## src/rtl/sysopt_pkg.sv

```systemverilog
package sysopt_pkg;
  localparam int NUM_OPT = 3;
  localparam int TOP_BIT = 7;
  // index 0: watchdog enable, 1: long timeout, 2: stop enable
  localparam logic [NUM_OPT-1:0] OPT_RST = 3'b011;

  function automatic int opt_pos(input int idx);
    return TOP_BIT - idx;
  endfunction
endpackage

```

## src/rtl/sysopt_lock_reg.sv

```systemverilog
module sysopt_lock_reg
  import sysopt_pkg::*;
#(
  parameter int DATA_W = 8
) (
  input  logic                clk_i,
  input  logic                rst_ni,
  input  logic                wr_en_i,
  input  logic [DATA_W-1:0]   wr_data_i,
  output logic [NUM_OPT-1:0]  opt_o,
  output logic                lock_o
);
  logic lock_q;
  logic load;

  assign load = wr_en_i & ~lock_q;

  always_ff @(posedge clk_i or negedge rst_ni) begin
    if (!rst_ni) lock_q <= 1'b0;
    else if (wr_en_i) lock_q <= 1'b1;
  end

  for (genvar i = 0; i < NUM_OPT; i++) begin : g_opt
    logic bit_q;
    always_ff @(posedge clk_i or negedge rst_ni) begin
      if (!rst_ni) bit_q <= OPT_RST[i];
      else if (load) bit_q <= wr_data_i[opt_pos(i)];
    end
    assign opt_o[i] = bit_q;
  end

  assign lock_o = lock_q;
endmodule

```

## src/rtl/sysopt_rd_mux.sv

```systemverilog
module sysopt_rd_mux
  import sysopt_pkg::*;
#(
  parameter int DATA_W = 8
) (
  input  logic [NUM_OPT-1:0] opt_i,
  output logic [DATA_W-1:0]  rd_data_o
);
  for (genvar b = 0; b < DATA_W; b++) begin : g_bit
    if (b <= TOP_BIT && b > TOP_BIT - NUM_OPT) begin : g_impl
      assign rd_data_o[b] = opt_i[TOP_BIT - b];
    end else begin : g_rsvd
      assign rd_data_o[b] = 1'b0;
    end
  end
endmodule

```

## src/rtl/sysopt_stop_ctl.sv

```systemverilog
module sysopt_stop_ctl (
  input  logic clk_i,
  input  logic rst_ni,
  input  logic stop_req_i,
  input  logic stop_en_i,
  output logic stop_enter_o,
  output logic illop_rst_o
);
  logic req_q, enter_q, illop_q, req_rise;

  assign req_rise = stop_req_i & ~req_q;

  always_ff @(posedge clk_i or negedge rst_ni) begin
    if (!rst_ni) begin
      req_q   <= 1'b0;
      enter_q <= 1'b0;
      illop_q <= 1'b0;
    end else begin
      req_q   <= stop_req_i;
      enter_q <= req_rise & stop_en_i;
      illop_q <= req_rise & ~stop_en_i;
    end
  end

  assign stop_enter_o = enter_q;
  assign illop_rst_o  = illop_q;
endmodule

```

## src/rtl/sysopt_reg.sv

```systemverilog
module sysopt_reg
  import sysopt_pkg::*;
#(
  parameter int DATA_W = 8
) (
  input  logic              clk_i,
  input  logic              rst_ni,
  input  logic              wr_en_i,
  input  logic [DATA_W-1:0] wr_data_i,
  output logic [DATA_W-1:0] rd_data_o,
  input  logic              stop_req_i,
  output logic              wdog_en_o,
  output logic              wdog_long_o,
  output logic              stop_en_o,
  output logic              stop_enter_o,
  output logic              illop_rst_o
);
  logic [NUM_OPT-1:0] opt;
  logic               lock;

  sysopt_lock_reg #(.DATA_W(DATA_W)) u_reg (
    .clk_i(clk_i), .rst_ni(rst_ni), .wr_en_i(wr_en_i),
    .wr_data_i(wr_data_i), .opt_o(opt), .lock_o(lock)
  );

  sysopt_rd_mux #(.DATA_W(DATA_W)) u_rd (
    .opt_i(opt), .rd_data_o(rd_data_o)
  );

  sysopt_stop_ctl u_stop (
    .clk_i(clk_i), .rst_ni(rst_ni), .stop_req_i(stop_req_i),
    .stop_en_i(opt[2]), .stop_enter_o(stop_enter_o), .illop_rst_o(illop_rst_o)
  );

  assign wdog_en_o   = opt[0];
  assign wdog_long_o = opt[1];
  assign stop_en_o   = opt[2];
endmodule

```

## config.mk

```make
export PLATFORM = sky130hd
export DESIGN_NAME = sysopt_reg
export DESIGN_NICKNAME = d
export VERILOG_FILES = /design/src/rtl/sysopt_pkg.sv /design/src/rtl/sysopt_lock_reg.sv /design/src/rtl/sysopt_rd_mux.sv /design/src/rtl/sysopt_stop_ctl.sv /design/src/rtl/sysopt_reg.sv
export SDC_FILE = /design/constraint.sdc
export NUM_CORES = 1
export LEC_CHECK = 0
export BUFFER_PORTS_ARGS = -buffer_cell sky130_fd_sc_hd__buf_2
export CORE_AREA = 2 2 39 41
export CTS_CLUSTER_DIAMETER = 80
export DETAILED_ROUTE_END_ITERATION = 10
export DIE_AREA = 0 0 41 43
export PLACE_DENSITY = 0.65
export SLEW_MARGIN = 40
export SYNTH_ARGS = -nofsm -noshare
export SYNTH_HDL_FRONTEND = slang
export SYNTH_HIERARCHICAL = 1
export SYNTH_SLANG_ARGS = --single-unit
export TNS_END_PERCENT = 10
```

## constraint.sdc

```tcl
create_clock -name clk_i -period 2.9 [get_ports clk_i]
set_input_delay 0.145 -clock clk_i [delete_from_list [all_inputs] [get_ports clk_i]]
set_output_delay 0.145 -clock clk_i [all_outputs]
set_load 0.01 [all_outputs]
```

==> results.md <==
* Run status: finished, final reports clean
* Post-route ant nets at 0
* Post-route clock period utilization at 36.0%
* Post-cts sizing count at 0
* Clock Tree Buf Depth at 2
* Synthesized area at 350 um2
* Crit path capture type: output pin
* Comb power frac at 15.5%
* Max-cap violations at 0
* Flop pwr share at 48.0%
* Internal power at 0.179 mW
* DP Cell Count at 49
* Ranking of synthesized cells by area: dfrtp_1 (36%), buf_4 (24%), dfstp_2 (15%), mux2_4 (13%), nor2b_4 (3.9%)
* Layout cells sized above 1 at 65.8%
* PwrDens at 573 nW/um2
* Slowest CP cell: dfstp_2
* Vias in the first global route at 174
* Synth top area share at 35.7%
* Critical path data arrival time at 0.90 ns
* Switching Share at 23.7%
* Final core occ at 29.6%
* Detailed Routing Iterations Pass 1 at 1
* Rows at 14
* Nature of the critical path startpoint: flop
* Register bit total from synthesis at 7
* Fill count at 153
* DRC at 0
* Maximum vdd drop at 101 uV
* Clock power frac at 36.5%
* CP delay by family, top: flip-flops
* Slew Limit Fails at 0
* Initial Util at 25.3%
* # IOs at 25
* Worst endpoint required time at 2.76 ns
* CP Class: reg2out
* Largest net degree at the start of global routing at 8
* Final #Nets at 51
* GRT Util Overall at 6.98%
* Synthesized area per cell at 13.5 um2
* First-pass GRT wire length at 669 um
* Cells along the critical path: buf_2
* Antenna violations before repair at 0
* Area Overhead vs Synth at 16.8%
* Routed WL at 496 um
* FF-to-FF Start: u_reg/lock_o
* Chip width at 41 um
* Sequential area share after synthesis at 50.7%
* CTS sink cnt at 7
* Drt initial violations at 0
* Hold_ws at 0.0353 ns
* P_sw at 0.0555 mW
* Fmax at 0.958 GHz
* Setup bufs post-CTS at 0
* Root buffer cell: clkbuf_4
* Design area at 409 um2
* H-Tree Depth at 1
* Antenna diode count at 0
* CP startpoint: u_reg/g_opt[0].bit_q
* Fin crit period at 1.04 ns
* Setup Skew at 0.000637 ns
* Global route total overflow at 0
* Number of port buffers at 14
* Commonest non-fill, non-tap cell in the layout: buf_2
* Worst Hold Launch: stop_req_i
* Yosys top cell by area: dfrtp_1
* DP Wirelength at 416 um
* Pleak at 0.214 nW
* Distinct cells, synth at 9
* Worst Path Buf+Inv at 1
* Unrepaired setup endpoints after global routing: false
* Placed instance area at 373 um2
* Clock latency on the worst-skew pair at 0.24 ns
* Die Area at 1760 um2
* Post-Syn Instances at 26
* CP max stage delay at 0.53 ns
* Drt wl/cell at 9.19 um
* Core Footprint at 1380 um2
* Clock-pin transition on the worst setup and hold timing paths at 0.05 ns
* Die H at 43 um
* CP max FO at 3
* Setup TNS at 0 ns
* Commonest cells after routing, fill and taps aside: buf_2 (14), conb_1 (5), dfrtp_1 (5), clkbuf_4 (3), mux2_4 (3)
* Final hold violations at 0
* Final setup violating endpoints at 0
* Hold Path Class: in2reg
* Yosys warning count at 6
* Vias at 193
* Final GP Congestion at 0.558
* TritonCTS clock tree: yes
* Non-Filler Instances at 54
* TritonCTS buffer count at 3
* Number of vias per cell at 3.57
-- layer usage --
| metal | global-route usage [%] | up-vias | part of all wire (%) |
|---|---|---|---|
| met5 | 0 | - | 0 |
| met4 | 10.0 | 0 | 0 |
| met3 | 4.71 | 0 | 12 |
| met2 | 7.81 | 12 | 51 |
| met1 | 6.58 | 89 | 36 |
| li1 | - | 92 | - |
-- sequential cells by signal, summed over array words and instances (netlist names) --
| signal | flops |
|---|---|
| u_reg/g_opt.bit_q | 3 |
| u_reg/lock_o | 1 |
| u_stop/illop_rst_o | 1 |
| u_stop/req_q | 1 |
| u_stop/stop_enter_o | 1 |
-- worst register-to-register path: stages (launching register included) --
cell and delay (ns):
dfrtp_1 0.40, nor2b_4 0.18, mux2_4 0.31
-- power by group through the flow --
| stage | registers (mW) | logic, mW | clock network (mW) |
|---|---|---|---|
| 2_1_floorplan | 0.112 | 0.0379 | 0 |
| 3_3_place_gp | 0.114 | 0.0351 | 0 |
| 3_5_place_dp | 0.114 | 0.0358 | 0 |
| 4_1_cts | 0.113 | 0.0371 | 0.0909 |
| 5_1_grt | 0.114 | 0.0401 | 0.0946 |
| 6_report | 0.112 | 0.0363 | 0.0855 |
-- area by class of cell --
cell class | instances | area [um2] | area share (%)
Clock buffer | 4 | 26.3 | 6.42
Sequential cell | 7 | 178 | 43.4
Multi-Input combinational cell | 12 | 105 | 25.7
Tap cell | 16 | 20.0 | 4.89
Timing Repair Buffer | 15 | 80.1 | 19.6
-- Yosys cell counts (all sizes together) --
master   n
and3b    1
buf     11
conb     1
dfrtp    5
dfstp    2
mux2     3
nor2b    1
nor3b    1
or2      1
-- timing repair --
action,in CTS,in global routing
hold buffers,1,0
endpoints found under the hold margin,7,0
setup endpoints to repair,0,0
-- worst paths after layout --
kind	slack [ns]	to	depth (start not counted)
max	1.86	rd_data_o[7]	1
min	0.04	u_stop/req_q	1
max reg2reg	1.89	u_reg/g_opt[2].bit_q	2
min reg2reg	0.43	u_stop/illop_rst_o	1
max in group asynchronous	2.42	u_reg/g_opt[0].bit_q	2
min in group asynchronous	0.26	u_reg/g_opt[2].bit_q	2
-- through the flow --
| stage | total power, mW | setup WS, ns |
|---|---|---|
| floorplan | 0.150 | 1.94 |
| global placement | 0.149 | 1.91 |
| detailed placement | 0.150 | 1.89 |
| CTS | 0.241 | 1.84 |
| global route | 0.248 | 1.81 |
| finish | 0.234 | 1.86 |
-- cell families after synthesis --
group,Yosys count,synth area share (%)
multiplexers,3,12.9
buffers and inverters,11,23.6
flip-flops,7,50.7
other,1,1.07
AND/OR/NAND/NOR,4,11.8
Power figures use the tool's default switching activity.
